`src/rtl/feac_pkg.sv`:
```
package feac_pkg;
  typedef enum logic [1:0] {
    MODE_ONCE   = 2'd0,
    MODE_REPEAT = 2'd1,
    MODE_PAIR   = 2'd2
  } feac_mode_e;

  // Strobes from control to datapath
  typedef struct packed {
    logic loadA;
    logic loadB;
    logic txShift;
    logic rxShift;
    logic push;
  } feac_strb_t;
endpackage

```
`src/rtl/feac_ctrl_ctl.sv`:
```
module feac_ctrl_ctl import feac_pkg::*; #(
  parameter int CODE_W     = 6,
  parameter int ONES_W     = 8,
  parameter int MATCH_NEED = 8,
  parameter int MATCH_WIN  = 10
) (
  input  logic                      clk,
  input  logic                      rstN,
  input  logic                      slotStb,
  input  logic                      txStart,
  input  logic                      txStop,
  input  logic [1:0]                txMode,
  input  logic [CODE_W+ONES_W+1:0]  rxWin,
  output feac_strb_t                strb,
  output logic                      txBusy,
  output logic                      txDone,
  output logic [CODE_W-1:0]         acceptCode
);
  localparam int WORD_W   = CODE_W + ONES_W + 2;
  localparam int CNT_W    = $clog2(WORD_W);
  localparam int MISS_MAX = MATCH_WIN - MATCH_NEED;
  localparam int MC_W     = $clog2(MATCH_NEED + 1);
  localparam int MS_W     = $clog2(MISS_MAX + 1);
  localparam logic [CNT_W-1:0] LAST_IDX = CNT_W'(WORD_W - 1);
  localparam logic [MC_W-1:0]  NEED_M1  = MC_W'(MATCH_NEED - 1);
  localparam logic [MS_W-1:0]  MISS_TOP = MS_W'(MISS_MAX);

  typedef enum logic {TX_IDLE, TX_SEND} tx_state_e;

  // ---------------- transmit sequencer ----------------
  tx_state_e        state;
  logic [CNT_W-1:0] bitIdx;
  feac_mode_e       modeQ;
  logic             secondQ;
  logic             stopQ;
  logic             lastBit, boundary, startOk, finishing;

  assign txBusy   = (state == TX_SEND);
  assign lastBit  = (bitIdx == LAST_IDX);
  assign boundary = txBusy && slotStb && lastBit;
  assign startOk  = txStart && !txBusy;

  // ---------------- receive validation ----------------
  logic              rxFresh, detect, isMatch, restart;
  logic [CODE_W-1:0] rxCodeNow, cand;
  logic              candValid;
  logic [MC_W-1:0]   matchCnt;
  logic [MS_W-1:0]   missCnt;

  assign rxCodeNow = rxWin[CODE_W:1];
  assign detect    = rxFresh && (&rxWin[WORD_W-1:WORD_W-ONES_W])
                     && !rxWin[CODE_W+1] && !rxWin[0];
  assign isMatch   = candValid && (rxCodeNow == cand);
  assign restart   = candValid && !isMatch && (missCnt == MISS_TOP);
  assign acceptCode = cand;

  always_comb begin
    strb.loadA   = startOk ||
                   (boundary && modeQ == MODE_REPEAT && !(stopQ || txStop));
    strb.loadB   = boundary && modeQ == MODE_PAIR && !secondQ;
    strb.txShift = txBusy && slotStb && !lastBit;
    strb.rxShift = slotStb;
    strb.push    = detect && isMatch && (matchCnt == NEED_M1);
    finishing    = boundary && !strb.loadA && !strb.loadB;
  end

  always_ff @(posedge clk) begin
    if (!rstN) begin
      state   <= TX_IDLE;
      bitIdx  <= '0;
      modeQ   <= MODE_ONCE;
      secondQ <= 1'b0;
      stopQ   <= 1'b0;
      txDone  <= 1'b0;
    end else begin
      txDone <= finishing && (modeQ != MODE_REPEAT);
      if (startOk) begin
        state   <= TX_SEND;
        bitIdx  <= '0;
        secondQ <= 1'b0;
        stopQ   <= 1'b0;
        case (txMode)
          2'd1:    modeQ <= MODE_REPEAT;
          2'd2:    modeQ <= MODE_PAIR;
          default: modeQ <= MODE_ONCE;
        endcase
      end else if (txBusy) begin
        if (txStop) stopQ <= 1'b1;
        if (slotStb) begin
          if (lastBit) begin
            bitIdx <= '0;
            if (strb.loadB) secondQ <= 1'b1;
            if (finishing)  state   <= TX_IDLE;
          end else begin
            bitIdx <= bitIdx + 1'b1;
          end
        end
      end
    end
  end

  always_ff @(posedge clk) begin
    if (!rstN) begin
      rxFresh   <= 1'b0;
      candValid <= 1'b0;
      cand      <= '0;
      matchCnt  <= '0;
      missCnt   <= '0;
    end else begin
      rxFresh <= slotStb;
      if (detect) begin
        if (!candValid || restart) begin
          candValid <= 1'b1;
          cand      <= rxCodeNow;
          matchCnt  <= MC_W'(1);
          missCnt   <= '0;
        end else if (isMatch) begin
          if (strb.push) candValid <= 1'b0;
          else           matchCnt  <= matchCnt + 1'b1;
        end else begin
          missCnt <= missCnt + 1'b1;
        end
      end
    end
  end
endmodule

```
`src/rtl/feac_ctrl_dp.sv`:
```
module feac_ctrl_dp import feac_pkg::*; #(
  parameter int CODE_W     = 6,
  parameter int ONES_W     = 8,
  parameter int FIFO_DEPTH = 4
) (
  input  logic                      clk,
  input  logic                      rstN,
  input  feac_strb_t                strb,
  input  logic                      txBusy,
  input  logic [CODE_W-1:0]         codeA,
  input  logic [CODE_W-1:0]         codeB,
  input  logic [CODE_W-1:0]         acceptCode,
  input  logic                      rxBit,
  input  logic                      rxPop,
  output logic                      txBit,
  output logic [CODE_W+ONES_W+1:0]  rxWin,
  output logic [CODE_W-1:0]         rxCode,
  output logic                      rxNotEmpty,
  output logic                      rxOverflow
);
  localparam int WORD_W = CODE_W + ONES_W + 2;
  localparam int PTR_W  = (FIFO_DEPTH > 1) ? $clog2(FIFO_DEPTH) : 1;
  localparam logic [PTR_W:0] FULL_CNT = (PTR_W+1)'(FIFO_DEPTH);

  function automatic logic [WORD_W-1:0] frameOf(input logic [CODE_W-1:0] c);
    return {{ONES_W{1'b1}}, 1'b0, c, 1'b0};
  endfunction

  logic [WORD_W-1:0] txSh;
  assign txBit = txBusy ? txSh[0] : 1'b1;

  always_ff @(posedge clk) begin
    if (!rstN) begin
      txSh  <= '1;
      rxWin <= '1;
    end else begin
      if (strb.loadA)        txSh <= frameOf(codeA);
      else if (strb.loadB)   txSh <= frameOf(codeB);
      else if (strb.txShift) txSh <= {1'b1, txSh[WORD_W-1:1]};
      if (strb.rxShift)      rxWin <= {rxBit, rxWin[WORD_W-1:1]};
    end
  end

  // ---------------- receive FIFO ----------------
  logic [CODE_W-1:0] mem [FIFO_DEPTH];
  logic [PTR_W-1:0]  wrPtr, rdPtr;
  logic [PTR_W:0]    cnt;
  logic              full, doPop, doPush;

  assign full       = (cnt == FULL_CNT);
  assign rxNotEmpty = (cnt != '0);
  assign doPop      = rxPop && rxNotEmpty;
  assign doPush     = strb.push && (!full || doPop);
  assign rxCode     = mem[rdPtr];

  for (genvar g = 0; g < FIFO_DEPTH; g++) begin : g_entry
    always_ff @(posedge clk) begin
      if (!rstN)                             mem[g] <= '0;
      else if (doPush && wrPtr == PTR_W'(g)) mem[g] <= acceptCode;
    end
  end

  always_ff @(posedge clk) begin
    if (!rstN) begin
      wrPtr      <= '0;
      rdPtr      <= '0;
      cnt        <= '0;
      rxOverflow <= 1'b0;
    end else begin
      if (doPush) wrPtr <= (wrPtr == PTR_W'(FIFO_DEPTH-1)) ? '0 : wrPtr + 1'b1;
      if (doPop)  rdPtr <= (rdPtr == PTR_W'(FIFO_DEPTH-1)) ? '0 : rdPtr + 1'b1;
      cnt <= cnt + (PTR_W+1)'(doPush) - (PTR_W+1)'(doPop);
      if (doPop)                     rxOverflow <= 1'b0;
      else if (strb.push && !doPush) rxOverflow <= 1'b1;
    end
  end
endmodule

```
`src/rtl/feac_ctrl.sv`:
```
module feac_ctrl import feac_pkg::*; #(
  parameter int CODE_W     = 6,
  parameter int ONES_W     = 8,
  parameter int MATCH_NEED = 8,
  parameter int MATCH_WIN  = 10,
  parameter int FIFO_DEPTH = 4
) (
  input  logic              clk,
  input  logic              rstN,
  input  logic              slotStb,
  input  logic              txStart,
  input  logic              txStop,
  input  logic [1:0]        txMode,
  input  logic [CODE_W-1:0] txCodeA,
  input  logic [CODE_W-1:0] txCodeB,
  output logic              txBit,
  output logic              txBusy,
  output logic              txDone,
  input  logic              rxBit,
  input  logic              rxPop,
  output logic [CODE_W-1:0] rxCode,
  output logic              rxNotEmpty,
  output logic              rxOverflow
);
  localparam int WORD_W = CODE_W + ONES_W + 2;

  feac_strb_t        strb;
  logic [WORD_W-1:0] rxWin;
  logic [CODE_W-1:0] acceptCode;

  feac_ctrl_ctl #(
    .CODE_W(CODE_W), .ONES_W(ONES_W),
    .MATCH_NEED(MATCH_NEED), .MATCH_WIN(MATCH_WIN)
  ) ctl_i (
    .clk(clk), .rstN(rstN), .slotStb(slotStb), .txStart(txStart),
    .txStop(txStop), .txMode(txMode), .rxWin(rxWin), .strb(strb),
    .txBusy(txBusy), .txDone(txDone), .acceptCode(acceptCode)
  );

  feac_ctrl_dp #(
    .CODE_W(CODE_W), .ONES_W(ONES_W), .FIFO_DEPTH(FIFO_DEPTH)
  ) dp_i (
    .clk(clk), .rstN(rstN), .strb(strb), .txBusy(txBusy),
    .codeA(txCodeA), .codeB(txCodeB), .acceptCode(acceptCode),
    .rxBit(rxBit), .rxPop(rxPop), .txBit(txBit), .rxWin(rxWin),
    .rxCode(rxCode), .rxNotEmpty(rxNotEmpty), .rxOverflow(rxOverflow)
  );
endmodule

```
`config.mk`:
```
export PLATFORM = sky130hd
export DESIGN_NAME = feac_ctrl
export DESIGN_NICKNAME = d
export VERILOG_FILES = /design/src/rtl/feac_pkg.sv /design/src/rtl/feac_ctrl_ctl.sv /design/src/rtl/feac_ctrl_dp.sv /design/src/rtl/feac_ctrl.sv
export SDC_FILE = /design/constraint.sdc
export NUM_CORES = 1
export LEC_CHECK = 0
export CORE_MARGIN = 8
export CORE_UTILIZATION = 35
export CTS_BUF_LIST = sky130_fd_sc_hd__clkbuf_2
export CTS_CLUSTER_SIZE = 30
export DETAILED_ROUTE_END_ITERATION = 6
export PLACE_DENSITY = 0.64
export SETUP_SLACK_MARGIN = 0.02
export SYNTH_ARGS = -nofsm -noshare
export SYNTH_HDL_FRONTEND = slang
export SYNTH_SLANG_ARGS = --single-unit
export TNS_END_PERCENT = 20
```
`constraint.sdc`:
```
create_clock -name clk -period 3 [get_ports clk]
set_input_delay 0.6 -clock clk [delete_from_list [all_inputs] [get_ports clk]]
set_output_delay 0.6 -clock clk [all_outputs]
set_load 0.01 [all_outputs]
```
* After elaboration in Yosys (flattened, before gate mapping) *
Memories as Yosys holds them, arrays and structs flattened. A register that Yosys moved wholly into a read port is not among the register bits.
Index checks and enable logic that the tools add are counted.
Widths: inputs -> output; s select.

word-level totals
  memories = 1
  output and inout bits = 11
  word-level logic and storage cells = 143
  flip-flop bits (word level) = 56
  bits of input ports = 21
  RAM bits = 24

cells by class
  mux-type cells = 40
  reduce and logical (&&, ||, !) cells = 57
  $add $sub $neg = 7
  equal/unequal tests = 16
  bitwise gates (word level) = 5

memories
  memory    depth  width  read ports  clocked after Yosys merged registers in  wr ports  RTL line            source
  dp_i.mem  4      6      1           1                                        4         feac_ctrl_dp.sv:45  logic [CODE_W-1:0] mem [FIFO_DEPTH];

operators with widths
  kind                 number
  $logic_and 1x1->1    26
  $mux 6               4
  $mux 8               3
  $mux 1               22
  $mux 4               4
  $eq 2x2->1 const B   6
  $logic_not 1->1      12
  $mux 2               6
  $add 4x1->4 const B  2
  $reduce_and 2->1     4
  $reduce_and 8->1     1
  $add 2x1->2 const B  3
  $eq 2x1->1 const B   3
  $eq 6x6->1           1
  $reduce_and 3->1     2
  $reduce_bool 3->1    2
  $eq 4x3->1 const B   1
  $eq 4x4->1 const B   1
  $logic_or 1x1->1     4
  $ne 2x2->1 const B   2
  $or 1x1->1           4
  $pmux 2 s2           1
  $reduce_and 4->1     1
  $reduce_bool 2->1    2
  7 further kinds      8

* Depth between registers and ports, before layout *
Gate-level depths: netlist (run 1).

  depth after elaboration = 13
  gate-level depth with buffers = 13
  gate-level depth less buffers = 11

* Cells and area by module *
From an unflattened synthesis (run 1), not the netlist that was laid out.

unflattened totals
  cells, all modules = 367
  area, all modules = 3691.0 µm²

by module, submodules not included
  module         area each (µm²)  seq. area each (µm²)  cells each  times used
  feac_ctrl_dp   2471.1           1401.3                227         1
  feac_ctrl_ctl  1219.9           480.5                 140         1

* Worst setup path before layout (run 1) *
No wires, ideal clock.

  kind = register to register
  start point = reg ctl_i.matchCnt[0]
  end point = reg dp_i.cnt[2]
  required time = 2.872 ns
  period minus slack after synthesis = 2.579 ns
  setup time = 0.128 ns
  path buffers = 2
  path slack = 0.421 ns
  stages on the path, launching flop included = 14
  data arrival time = 2.451 ns
  path through = dfxtp_1 > ha_1 > and3b_1 > nand4_1 > or4_4 > buf_6 > buf_6 > inv_1 > ha_1 > inv_1 > fa_1 > xor2_1 > xnor2_1 > nor2_1

between the ends
  cells in the longest elaborated chain, start to end = 5

ends and longest elaborated chain
  element                 RTL line              source
  from (decl)             feac_ctrl_ctl.sv:47   logic [MC_W-1:0] matchCnt;
  from (signal assigned)  feac_ctrl_ctl.sv:119  else matchCnt <= matchCnt + 1'b1;
  $eq 4x3->1              feac_ctrl_ctl.sv:63   strb.push = detect && isMatch && (matchCnt == NEED_M1);
  $logic_and 1x1->1       feac_ctrl_ctl.sv:63
  $logic_and 1x1->1       feac_ctrl_dp.sv:53    assign doPush = strb.push && (!full || doPop);
  $add 3x1->3             feac_ctrl_dp.sv:72    cnt <= cnt + (PTR_W+1)'(doPush) - (PTR_W+1)'(doPop);
  $sub 3x1->3             feac_ctrl_dp.sv:72
  to (signal assigned)    feac_ctrl_dp.sv:72
  to (decl)               feac_ctrl_dp.sv:47    logic [PTR_W:0] cnt;

No other way between the ends.
A chain may end at the register's enable or synchronous reset.

==> results_dict.tcl, run 1 <==
set metrics [dict create \
    hold_start "ctl_i.missCnt[1]" \
    dr_total_vias 2863 \
    irDropWorstVdd_mv 0.278 \
    clkTransAtPathRegs_ns 0.22 \
    drt-wirelength-per-cell_um 14.7 \
    post-route-cell-area_um2 4560 \
    postPlaceCellArea_um2 4420 \
    cts_tree "yes" \
    run_status "completed" \
    worst-path-buf-inv 1 \
    post_cts_resized 0 \
    path_cells "mux4_2 > clkdlybuf4s50_1" \
    die_w_um 123 \
    max_freq_mhz 360 \
    min_to "ctl_i.missCnt[1]" \
    start_kind "flip-flop" \
    clk_path_buf_depth 2 \
    cts_sinks 82 \
    synth-edff-count 24 \
    antenna_found_initial 1 \
    start_util 0.353 \
    rows 39 \
    ys_top_cells_by_count "dfxtp_1 (58), nand2_1 (43), mux2i_1 (28)" \
    syn_to_final_growth_pct 14.6 \
    vias_per_cell 5.19 \
    setup_viol 0 \
    yosys_warnings 0 \
    ant_nets 0 \
    grt_overflow_total 0 \
    fin_cells 552 \
    syn-instance-count 376 \
    die_y_um 123 \
    maxCapViolCount 0 \
    place_inst 535 \
    ys_async_sr_fraction 0 \
    grt_max_degree 34 \
    crit_fanout 6 \
    synthFlopType "dfxtp_1" \
    r2r_cells 11 \
    fin_setup_tns_ns 0 \
    critical_path_arrival_ns 2.18 \
    leakagePower_nw 1.64 \
    slew_violations 0 \
    min_period_ns 2.78 \
    routed_wl_um 8140 \
    clk_latency_ns 0.50 \
    yosysSeqAreaShare 0.474 \
    numCtsBuffers 9 \
    worst_pin_slew_ns 0.554 \
    reg2reg_setup_slack_ns 0.42 \
    drive_gt1_frac 0.147 \
    crit_type "flip-flop to output port" \
    max-slew-margin-rel 0.627 \
    r2r_start "ctl_i.matchCnt[0]" \
    fin_crit_sh 0.927 \
    die-area_um2 15000 \
    min_path_type "flip-flop to flip-flop" \
    synth_most_common_cell "dfxtp_1" \
    crit_family "flip-flops" \
    core-area_um2 11300 \
    ctsRootBufferMaster "clkbuf_2" \
    worst_slack_ns 0.219 \
    synth_seq_cells 82 \
    cts_htree_levels 3 \
    gp_congestion 0.793 \
    grt_pass1_vias 2792 \
    place_ws_ns 0.143 \
    layout.nets 435 \
    ios 32 \
    critPathMaxStageDelay_ns 0.61 \
    ctsHoldBuffers 0 \
    timing.rr.end "dp_i.cnt[2]" \
    avgSynthCellArea_um2 10.6 \
    hpwl_um 5930 \
    end_kind "output port" \
    postCtsSetupRepairBufs 0 \
    required_ns 2.40 \
    detail_route.first_pass.iterations 4 \
    syn_area_um2 3970 \
    synth_top_area_cell "dfxtp_1" \
    hold_depth 2 \
    syn-num-nets 408 \
    portBuffers 31 \
    synth_area_leaders "dfxtp_1 (29%), edfxtp_1 (18%), mux2i_1 (7.1%), nand2_1 (4.1%), nor4_1 (3.9%)" \
    grt.total_usage 0.115 \
    drc 0 \
    hold_viol 0 \
    synth_cell_types 53 \
    fin_skew_ns 0.0271 \
    slowest_stage "dfxtp_1" \
    grt_setup_unrepaired "no" \
    grt_pass1_wl_um 13800 \
    drtIter0Drc 198 \
    synth_top_area_frac 0.292 \
    powerDensity_nw_per_um2 491 \
]
## cells by family after synthesis
| logic type | synth area share |
|---|---|
| and+or+nand+nor | 0.221 |
| AOI/OAI and AO/OA | 0.0822 |
| muxes | 0.107 |
| buffers and inverters | 0.0504 |
| adders and majority gates | 0.0365 |
| DFF | 0.474 |
| xor gates and xnor gates | 0.0293 |
## worst min-delay path, delay by kind of cell (launching register included)
kind / cells / cell delay, ns
AND/OR/NAND/NOR: 1 / 0.05
multiplexers: 1 / 0.06
flip-flops: 1 / 0.35
## area by class of cell
type	count	area, um2
fill	1101	6720
multi-input combinational	248	1890
sequential	82	1880
timing repair buffer	42	393
tap	143	179
clock inverter	6	82.6
inverter	20	75.1
clock buffer	10	50.0
antenna	1	2.50
## metal layers
layer	up-vias	wire length [um]	track usage
li1	1442	-	-
met1	1378	3790	0.141
met2	41	4050	0.196
met3	2	275	0.0281
met4	0	29	0.0320
met5	-	0	0
## sequential cells by signal, summed over array words and instances (netlist names), 2 cells and up, named ones only
| register | cells |
|---|---|
| dp_i.rdPtr | 2 |
| dp_i.txSh | 8 |
| ctl_i.matchCnt | 4 |
| ctl_i.bitIdx | 4 |
| ctl_i.acceptCode | 6 |
| ctl_i.modeQ | 2 |
| dp_i.cnt | 3 |
| ctl_i.missCnt | 2 |
| dp_i.rxWin | 16 |
| dp_i.wrPtr | 2 |
| dp_i.mem | 24 |
## where the power goes
group	switching [W]	total, W	internal (W)
Clock	0.000364	0.000640	0.000276
Sequential	0.0000543	0.00125	0.00119
Combinational	0.000151	0.000350	0.000199
Total	0.000570	0.00224	0.00167
## layout by cell type, fill, tap and decap left out, types with 3 or more instances in the layout
master            n
dfxtp_1          58
nand2_1          43
clkdlybuf4s50_1  31
mux2i_1          28
nor4_1           25
edfxtp_1         24
inv_1            20
o21ai_0          15
nor2_1           15
nor3_1           11
buf_4            11
ha_1             10
clkbuf_2         10
nor4_2            9
nand3_1           8
a21oi_1           7
mux4_2            6
o221a_2           6
xnor2_2           5
and4_1            5
or3_1             4
and3_1            4
a31oi_1           4
xnor2_1           3
nand4_1           3
nand2b_1          3
a211oi_1          3
## stage by stage
step           power, W   util  hold slack [ns]
6_report        0.00224  0.404            0.481
5_1_grt         0.00235  0.404            0.528
4_1_cts         0.00227  0.404            0.490
3_5_place_dp    0.00163  0.392            0.467
3_3_place_gp    0.00162  0.392            0.448
2_1_floorplan   0.00148      -            0.432
## worst max path at each step
| stage | startpoint | end | slack, ns | cells past startpoint |
|---|---|---|---|---|
| floorplan | ctl_i.matchCnt[0] | dp_i.cnt[2] | 0.42 | 13 |
| global placement | rxPop | dp_i.cnt[2] | 0.20 | 10 |
| detailed placement | rxPop | dp_i.cnt[2] | 0.14 | 10 |
| CTS | flip-flop | rxCode[0] | 0.13 | 2 |
| global route | flip-flop | rxCode[0] | 0.06 | 2 |
| finish | flip-flop | rxCode[0] | 0.22 | 2 |
Note: power is estimated with default switching activity, not from simulation.
==> run 2, diff against run 1 <==
--- a/config.mk
+++ b/config.mk
@@ -7,3 +7,3 @@
 export LEC_CHECK = 0
-export CORE_MARGIN = 8
+export ABC_CLOCK_PERIOD_IN_PS = 3000
 export CORE_UTILIZATION = 35
--- a/constraint.sdc
+++ b/constraint.sdc
@@ -3,2 +3,2 @@
 set_output_delay 0.6 -clock clk [all_outputs]
-set_load 0.01 [all_outputs]
+set_load 0.1 [all_outputs]
==> run 2 against run 1 <==
Cell area is 1.2% lower. Clock-buffer cell count stayed put. Wire length is 6.7% lower. Hold slack better by 0.00099 ns. Die area is 22% lower. Critical path type unchanged.
==> results_dict.tcl, run 2 (synthesized netlist as in run 1, its figures left out) <==
set metrics [dict create \
    leakagePower_nw 1.65 \
    run_status "completed" \
    gp_congestion 0.792 \
    start_util 0.363 \
    end_kind "output port" \
    syn_to_final_growth_pct 13.2 \
    hpwl_um 5600 \
    slowest_stage "dfxtp_1" \
    ctsRootBufferMaster "clkbuf_2" \
    post-route-cell-area_um2 4500 \
    ant_nets 0 \
    setup_viol 0 \
    core-area_um2 10900 \
    critical_path_arrival_ns 1.89 \
    crit_type "flip-flop to output port" \
    fin_crit_sh 0.829 \
    max-slew-margin-rel 0.628 \
    grt_pass1_wl_um 12800 \
    antennaDiodeCount 0 \
    reg.largest.list "dp_i.mem (24), dp_i.rxWin (16), dp_i.txSh (8)" \
    crit_fanout 6 \
    grt.total_usage 0.139 \
    die_w_um 109 \
    detail_route.first_pass.iterations 4 \
    numCtsBuffers 9 \
    rows 38 \
    drtIter0Drc 101 \
    top_register "dp_i.mem" \
    die_y_um 109 \
    path_cells "mux4_2 > buf_4" \
    maxCapViolCount 0 \
    required_ns 2.40 \
    irDropWorstVdd_mv 0.325 \
    largest_reg_flops 24 \
    cts_sinks 82 \
    cts_htree_levels 3 \
    min_path_type "input port to flip-flop" \
    postPlaceCellArea_um2 4390 \
    vias_per_cell 5.23 \
    finalHoldWorstSlack_ns 0.482 \
    fin_skew_ns 0.0351 \
    start_kind "flip-flop" \
    dr_total_vias 2874 \
    grt_pass1_vias 2715 \
    powerDensity_nw_per_um2 520 \
    fin_cells 549 \
    portBuffers 31 \
    post_cts_resized 0 \
    clk_path_buf_depth 2 \
    grt_setup_unrepaired "no" \
    grt_max_degree 40 \
    fin_setup_tns_ns 0 \
    routed_wl_um 7590 \
    worst_pin_slew_ns 0.553 \
    drc 0 \
    clk_latency_ns 0.50 \
    drt-wirelength-per-cell_um 13.8 \
    slew_violations 0 \
    max_freq_mhz 402 \
    ios 32 \
    final_util 0.411 \
    layout_commonest_cell "dfxtp_1" \
    grt_overflow_total 0 \
    antenna_found_initial 0 \
    layout.nets 436 \
    drive_gt1_frac 0.178 \
    place_inst 533 \
    ctsHoldBuffers 0 \
    final_cell_mix "dfxtp_1 (58), nand2_1 (43), mux2i_1 (28), nor4_1 (25), edfxtp_1 (24)" \
    die-area_um2 11800 \
    min_period_ns 2.49 \
    clkTransAtPathRegs_ns 0.22 \
    hold_viol 0 \
    critPathMaxStageDelay_ns 0.60 \
    postCtsSetupRepairBufs 0 \
    cts_tree "yes" \
]
[run 2: final cells by class]
class | instances | area, um2
clock buffers | 10 | 50.0
clock inverters | 6 | 57.6
fillers | 1089 | 6440
inverters | 20 | 75.1
multi-input cells | 248 | 1890
flip-flops and latches | 82 | 1880
well taps | 140 | 175
repair buffers | 43 | 368
[run 2: per-stage QoR]
step | total power, W | setup WS, ns
2_1_floorplan | 0.00170 | 0.221
3_3_place_gp | 0.00182 | 0.207
3_5_place_dp | 0.00182 | 0.177
4_1_cts | 0.00238 | 0.416
5_1_grt | 0.00247 | 0.333
6_report | 0.00234 | 0.514
[run 2: layer usage]
layer,routed length (um),global-route usage
met5,0,0
met4,76,0.0434
met3,282,0.0398
met2,3750,0.240
met1,3480,0.165
[run 2: where the power goes]
part,internal [W],switching (W)
combinational,0.000185,0.000360
sequential,0.00119,0.0000544
clock,0.000193,0.000357
[run 2: worst max-delay path, delay by kind of cell, from the launching register on]
family | cells | cell delay, ns
buf+inv | 1 | 0.25
mux | 1 | 0.56
flops | 1 | 0.60
[run 2: worst paths after layout]
check | depth (start not counted) | slack, ns | startpoint | end
setup / recovery | 2 | 0.51 | flip-flop | rxCode[4]
hold / removal | 3 | 0.48 | rstN | ctl_i.txBusy
setup reg to reg | 11 | 0.53 | ctl_i.matchCnt[0] | dp_i.cnt[2]
hold reg to reg | 2 | 0.49 | ctl_i.missCnt[0] | ctl_i.missCnt[0]
